File: src/rtl/mixbus_pkg.sv
`timescale 1ns/1ps
package mixbus_pkg;

  typedef enum logic [1:0] {
    SEQ_IDLE   = 2'd0,
    SEQ_ACCUM  = 2'd1,
    SEQ_FINISH = 2'd2
  } seq_state_t;

  // Lane numbering of the voice and result vectors.
  localparam int LANE_MAIN_L = 0;
  localparam int LANE_MAIN_R = 1;

  // Drop `drop` LSBs with half-up rounding, then clamp to a signed
  // `width`-bit range. The result is returned at full precision.
  function automatic longint round_sat(input longint value, input int drop,
                                       input int width);
    longint shifted;
    longint hi;
    longint lo;
    shifted = (value + (longint'(1) <<< (drop - 1))) >>> drop;
    hi = (longint'(1) <<< (width - 1)) - 1;
    lo = -(longint'(1) <<< (width - 1));
    if (shifted > hi) return hi;
    if (shifted < lo) return lo;
    return shifted;
  endfunction

endpackage

File: src/rtl/mix_lane.sv
`timescale 1ns/1ps
module mix_lane #(
  parameter int VOICE_W     = 18,
  parameter int ACC_W       = 26,
  parameter int OUT_W       = 20,
  parameter int NARROW_W    = 16,
  parameter int DROP_WIDE   = 2,
  parameter int DROP_NARROW = 6
) (
  input  logic               clk,
  input  logic               rst_n,
  input  logic               clr,
  input  logic               add,
  input  logic               latch,
  input  logic               fmt_wide,
  input  logic [VOICE_W-1:0] sample,
  output logic [OUT_W-1:0]   word_next,
  output logic [OUT_W-1:0]   word_q
);
  import mixbus_pkg::*;

  localparam int EXT_W = ACC_W - VOICE_W;

  logic signed [ACC_W-1:0] acc_q;
  logic signed [ACC_W-1:0] sample_ext;
  longint                  reduced;

  assign sample_ext = {{EXT_W{sample[VOICE_W-1]}}, sample};

  always_ff @(posedge clk) begin
    if (!rst_n)     acc_q <= '0;
    else if (clr)   acc_q <= '0;
    else if (add)   acc_q <= acc_q + sample_ext;
  end

  always_comb begin
    if (fmt_wide) reduced = round_sat(longint'(acc_q), DROP_WIDE, OUT_W);
    else          reduced = round_sat(longint'(acc_q), DROP_NARROW, NARROW_W);
    word_next = OUT_W'(reduced);
  end

  always_ff @(posedge clk) begin
    if (!rst_n)      word_q <= '0;
    else if (latch)  word_q <= word_next;
  end

endmodule

File: src/rtl/mix_seq.sv
`timescale 1ns/1ps
module mix_seq #(
  parameter int MAX_VOICES = 64,
  parameter int CNT_W      = $clog2(MAX_VOICES + 1)
) (
  input  logic             clk,
  input  logic             rst_n,
  input  logic             frame_start,
  input  logic             frame_done,
  input  logic             voice_valid,
  input  logic             queue_full,
  output logic             ready,
  output logic             start_fire,
  output logic             add_fire,
  output logic             done_fire,
  output logic             finish,
  output logic             results_valid,
  output logic [CNT_W-1:0] voice_cnt
);
  import mixbus_pkg::*;

  seq_state_t state_q;
  seq_state_t state_d;

  assign ready      = (state_q == SEQ_IDLE) && !queue_full;
  assign start_fire = frame_start && ready;
  assign add_fire   = (state_q == SEQ_ACCUM) && voice_valid &&
                      (voice_cnt < CNT_W'(MAX_VOICES));
  assign done_fire  = (state_q == SEQ_ACCUM) && frame_done;
  assign finish     = (state_q == SEQ_FINISH);

  always_comb begin
    state_d = state_q;
    unique case (state_q)
      SEQ_IDLE:   if (start_fire) state_d = SEQ_ACCUM;
      SEQ_ACCUM:  if (done_fire)  state_d = SEQ_FINISH;
      SEQ_FINISH: state_d = SEQ_IDLE;
      default:    state_d = SEQ_IDLE;
    endcase
  end

  always_ff @(posedge clk) begin
    if (!rst_n) begin
      state_q       <= SEQ_IDLE;
      voice_cnt     <= '0;
      results_valid <= 1'b0;
    end else begin
      state_q       <= state_d;
      results_valid <= finish;
      if (start_fire)    voice_cnt <= '0;
      else if (add_fire) voice_cnt <= voice_cnt + 1'b1;
    end
  end

endmodule

File: src/rtl/mix_fifo.sv
`timescale 1ns/1ps
module mix_fifo #(
  parameter int DEPTH  = 8,
  parameter int DATA_W = 40
) (
  input  logic              clk,
  input  logic              rst_n,
  input  logic              push,
  input  logic [DATA_W-1:0] push_data,
  input  logic              pop,
  output logic [DATA_W-1:0] rd_data,
  output logic              empty,
  output logic              full,
  output logic              underrun,
  output logic              pop_ok
);
  localparam int AW = $clog2(DEPTH);
  localparam int CW = $clog2(DEPTH + 1);

  logic [DATA_W-1:0] mem [DEPTH];
  logic [AW-1:0]     wptr;
  logic [AW-1:0]     rptr;
  logic [CW-1:0]     count;

  assign empty  = (count == '0);
  assign full   = (count == CW'(DEPTH));
  assign pop_ok = pop && !empty;

  always_ff @(posedge clk) begin
    if (push && !full) mem[wptr] <= push_data;
  end

  always_ff @(posedge clk) begin
    if (!rst_n) begin
      wptr     <= '0;
      rptr     <= '0;
      count    <= '0;
      rd_data  <= '0;
      underrun <= 1'b0;
    end else begin
      if (push && !full) wptr <= wptr + 1'b1;
      if (pop_ok) begin
        rd_data <= mem[rptr];
        rptr    <= rptr + 1'b1;
      end
      if (pop && empty) underrun <= 1'b1;
      count <= count + CW'(push && !full) - CW'(pop_ok);
    end
  end

endmodule

File: src/rtl/voice_bus_mixer.sv
`timescale 1ns/1ps
module voice_bus_mixer #(
  parameter int VOICE_W     = 18,
  parameter int ACC_W       = 26,
  parameter int OUT_W       = 20,
  parameter int NARROW_W    = 16,
  parameter int LANES       = 6,
  parameter int MAX_VOICES  = 64,
  parameter int FIFO_DEPTH  = 8,
  parameter int DROP_WIDE   = 2,
  parameter int DROP_NARROW = 6
) (
  input  logic                     clk,
  input  logic                     rst_n,
  input  logic                     fmt_wide,
  input  logic                     frame_start,
  input  logic                     frame_done,
  input  logic                     voice_valid,
  input  logic [LANES*VOICE_W-1:0] voice_lanes,
  output logic                     frame_ready,
  output logic                     out_valid,
  output logic [LANES*OUT_W-1:0]   bus_out,
  input  logic                     fifo_rd,
  output logic [2*OUT_W-1:0]       fifo_data,
  output logic                     fifo_empty,
  output logic                     fifo_full,
  output logic                     fifo_underrun
);
  import mixbus_pkg::*;

  localparam int CNT_W = $clog2(MAX_VOICES + 1);

  // Internal events, named for the checker.
  logic             start_fire;
  logic             add_fire;
  logic             done_fire;
  logic             finish;
  logic             pop_ok;
  logic [CNT_W-1:0] voice_cnt;

  logic [OUT_W-1:0] lane_next [LANES];
  logic [OUT_W-1:0] lane_q    [LANES];

  mix_seq #(
    .MAX_VOICES (MAX_VOICES),
    .CNT_W      (CNT_W)
  ) u_seq (
    .clk           (clk),
    .rst_n         (rst_n),
    .frame_start   (frame_start),
    .frame_done    (frame_done),
    .voice_valid   (voice_valid),
    .queue_full    (fifo_full),
    .ready         (frame_ready),
    .start_fire    (start_fire),
    .add_fire      (add_fire),
    .done_fire     (done_fire),
    .finish        (finish),
    .results_valid (out_valid),
    .voice_cnt     (voice_cnt)
  );

  for (genvar g = 0; g < LANES; g++) begin : g_lane
    mix_lane #(
      .VOICE_W     (VOICE_W),
      .ACC_W       (ACC_W),
      .OUT_W       (OUT_W),
      .NARROW_W    (NARROW_W),
      .DROP_WIDE   (DROP_WIDE),
      .DROP_NARROW (DROP_NARROW)
    ) u_lane (
      .clk       (clk),
      .rst_n     (rst_n),
      .clr       (start_fire),
      .add       (add_fire),
      .latch     (finish),
      .fmt_wide  (fmt_wide),
      .sample    (voice_lanes[g*VOICE_W +: VOICE_W]),
      .word_next (lane_next[g]),
      .word_q    (lane_q[g])
    );
    assign bus_out[g*OUT_W +: OUT_W] = lane_q[g];
  end

  mix_fifo #(
    .DEPTH  (FIFO_DEPTH),
    .DATA_W (2*OUT_W)
  ) u_fifo (
    .clk       (clk),
    .rst_n     (rst_n),
    .push      (finish),
    .push_data ({lane_next[LANE_MAIN_L], lane_next[LANE_MAIN_R]}),
    .pop       (fifo_rd),
    .rd_data   (fifo_data),
    .empty     (fifo_empty),
    .full      (fifo_full),
    .underrun  (fifo_underrun),
    .pop_ok    (pop_ok)
  );

endmodule

File: config.mk
export PLATFORM = sky130hd
export DESIGN_NAME = voice_bus_mixer
export DESIGN_NICKNAME = d
export VERILOG_FILES = /design/src/rtl/mixbus_pkg.sv /design/src/rtl/mix_lane.sv /design/src/rtl/mix_seq.sv /design/src/rtl/mix_fifo.sv /design/src/rtl/voice_bus_mixer.sv
export SDC_FILE = /design/constraint.sdc
export NUM_CORES = 2
export LEC_CHECK = 0
export CAP_MARGIN = 20
export CORE_ASPECT_RATIO = 0.7
export CORE_MARGIN = 5
export CORE_UTILIZATION = 35
export CTS_BUF_LIST = sky130_fd_sc_hd__clkbuf_8
export CTS_CLUSTER_DIAMETER = 30
export DETAILED_ROUTE_END_ITERATION = 16
export DONT_BUFFER_PORTS = 1
export SYNTH_ARGS = -nofsm -noshare
export SYNTH_HDL_FRONTEND = slang
export SYNTH_HIERARCHICAL = 1
export SYNTH_SLANG_ARGS = --single-unit
File: constraint.sdc
create_clock -name clk -period 9.25 [get_ports clk]
set_input_delay 0.925 -clock clk [delete_from_list [all_inputs] [get_ports clk]]
set_output_delay 0.925 -clock clk [all_outputs]
set_load 0.02 [all_outputs]
==> flow_metrics.env <==
export IMPL_cap_violations=0
export IMPL_ir_drop_mv=0.1631
export IMPL_max_slew_margin_rel=0.2563
export IMPL_worstHoldStart="fifo_rd"
export IMPL_ctsHoldBuffers=0
export IMPL_fin_setup_tns_ps=0
export IMPL_reg2reg_depth=8
export IMPL_drive_gt1_frac=0.1076
export IMPL_r2r_start="g_lane[0].u_lane/acc_q[5]"
export IMPL_num_vias=31950
export IMPL_worst_path_buf_inv=0
export IMPL_p_leak_nw=15.44
export IMPL_cp_slowest_cell="or4_4"
export IMPL_startpoint_type="register"
export IMPL_finalCritPeriodShare=0.4225
export IMPL_pin_count=280
export IMPL_rows=103
export IMPL_antenna_found_initial=6
export IMPL_grt_pass1_wl_um=181400
export IMPL_fin_crit_ps=3908
export IMPL_critPathKind="register to register"
export IMPL_clkTransAtPathRegs_ps=60
export IMPL_clk_path_buf_depth=3
export IMPL_critPathMaxFanout=15
export IMPL_clockRootBuffer="clkbuf_8"
export IMPL_syn_area_um2=39760
export IMPL_final_cells=5727
export IMPL_cts_htree_levels=4
export IMPL_clk_latency_ps=880
export IMPL_port_buffers=0
export IMPL_slowest_delay_ps=670
export IMPL_area_growth_synth_to_final_pct=11.03
export IMPL_core_um2=112800
export IMPL_die_w_um=412.9
export IMPL_syn_nets=4441
export IMPL_worstPathRequired_ps=9700
export IMPL_path_delay_family="compound AO/OA/AOI/OAI gates"
export IMPL_tritoncts="built"
export IMPL_die_h_um=292.0
export IMPL_viasPerCell=5.578
export IMPL_hold_end="u_fifo/underrun"
export IMPL_worst_slew_pin_slew_ps=1104
export IMPL_reg2reg_slack_ps=5340
export IMPL_crit_cells=8
export IMPL_whs_path_depth=2
export IMPL_cp_arrival_ps=4360
export IMPL_fmax_mhz=255.9
export IMPL_power_total_mw=9.083
export IMPL_post_cts_setup_buffer_count=0
export IMPL_slew_violations=0
export IMPL_hold_path_class="input pin to register"
export IMPL_gp_congestion=0.9205
export IMPL_setup_viol=0
export IMPL_drc=0
export IMPL_clock_sinks=657
export IMPL_finalHoldViolCount=0
export IMPL_grt_pass1_vias=29930
export IMPL_cts_repair_resize_count=0
export IMPL_grt_max_degree=186
export IMPL_placed_cells=5442
export IMPL_status="complete, no violations"
export IMPL_wl_per_cell_um=20.55
export IMPL_syn_area_per_cell_um2=9.586
export IMPL_skew_ps=64.56
export IMPL_crit_path_end_kind="register"
export IMPL_grtUsageTotal=0.1902
export IMPL_dp_hpwl_um=79200
export IMPL_grt_ovfl_total=0
export IMPL_worstPathCellList="ha_1 > nand3_2 > or4_4 > o41a_1 > nor4_2 > a41oi_2 > o21ai_2 > o21ai_0"
export IMPL_wl_um=117700
export IMPL_cts_buffers=150
export IMPL_p_per_area_nw_per_um2=205.7
export IMPL_synthCells=4148
export IMPL_rsz0062_at_grt="false"
export IMPL_r2r_end="u_fifo/mem[1][26]"
export IMPL_drtIter0Drc=2668
export IMPL_nNetsFinal=4366
export IMPL_start_util=0.3526
export IMPL_ant_nets=0
export IMPL_die_area_um2=120600
export IMPL_ys_warn_count=6
export IMPL_dr_pass1_iters=8
layout by cell type, fill, tap and decap left out, types with 45 or more instances in the layout:
master / instances
a21oi_1: 202
o21ai_0: 260
a21o_1: 62
inv_1: 122
a211oi_1: 45
o21ai_2: 55
mux2i_1: 230
xnor2_1: 197
clkbuf_8: 160
nor3_1: 84
ha_1: 171
o31a_1: 86
a22oi_1: 80
nand3_1: 173
o21ai_1: 84
xor2_1: 108
nand2_1: 199
o21a_1: 48
nor2_1: 381
dfxtp_1: 336
nand4_1: 65
edfxtp_1: 320
area by class of cell:
cell class                      instances  area (um2)
Fill cell                           11170       68620
Clock inverter                        121        1313
Multi-Input combinational cell       3126       21710
Inverter                              110       420.4
Timing Repair Buffer                   28       235.2
Tap cell                             1522        1904
Clock buffer                          160        2202
Sequential cell                       657       16360
Antenna cell                            3       7.507
where the power goes:
| part | internal, mW | total, mW | switching [mW] |
|---|---|---|---|
| logic | 0.638 | 1.70 | 1.06 |
| clock network | 2.26 | 3.82 | 1.56 |
| registers | 3.25 | 3.57 | 0.314 |
worst register-to-register path: stages (launching register included):
cell     delay, ps
dfxtp_1        450
ha_1           280
nand3_2        170
or4_4          670
o41a_1         450
nor4_2         350
a41oi_2        460
o21ai_2        220
o21ai_0        420
through the flow:
step	hold slack (ps)	worst slack (ps)	utilization	area [um2]
2_1_floorplan	429.1	4856	-	39760
3_3_place_gp	479.9	5369	0.3601	40610
3_5_place_dp	475.1	5356	0.3602	40620
4_1_cts	107.3	5373	0.3914	44130
5_1_grt	158.0	5108	0.3915	44150
6_report	234.2	5342	0.3915	44150
per-layer routing:
metal  GRT usage  share of wire  up-vias
li1            -              -    15410
met1      0.2744           0.47    15290
met2      0.2745           0.42     1047
met3     0.05239          0.080      196
met4     0.06117          0.025        6
met5           0        0.00040        -
worst max path at each step:
stage | from | end | slack, ps
finish | g_lane[0].u_lane/acc_q[5] | u_fifo/mem[1][26] | 5340
global route | g_lane[1].u_lane/acc_q[5] | u_fifo/mem[7][7] | 5110
CTS | g_lane[0].u_lane/acc_q[5] | u_fifo/mem[5][26] | 5370
detailed placement | voice_valid | g_lane[2].u_lane/acc_q[25] | 5360
global placement | voice_valid | g_lane[2].u_lane/acc_q[25] | 5370
floorplan | u_fifo/count[2] | u_fifo/mem[0][0] | 4860
state kept, by name, summed over array words and instances (netlist names):
| signal | cells |
|---|---|
| g_lane.u_lane/acc_q | 156 |
| g_lane.u_lane/word_q | 120 |
| u_fifo/count | 4 |
| u_fifo/mem | 320 |
| u_fifo/rd_data | 40 |
| u_fifo/rptr | 3 |
| u_fifo/underrun | 1 |
| u_fifo/wptr | 3 |
| u_seq/results_valid | 1 |
| u_seq/state_q | 2 |
| u_seq/voice_cnt | 7 |
No activity file was read; power rests on OpenSTA's default activity.
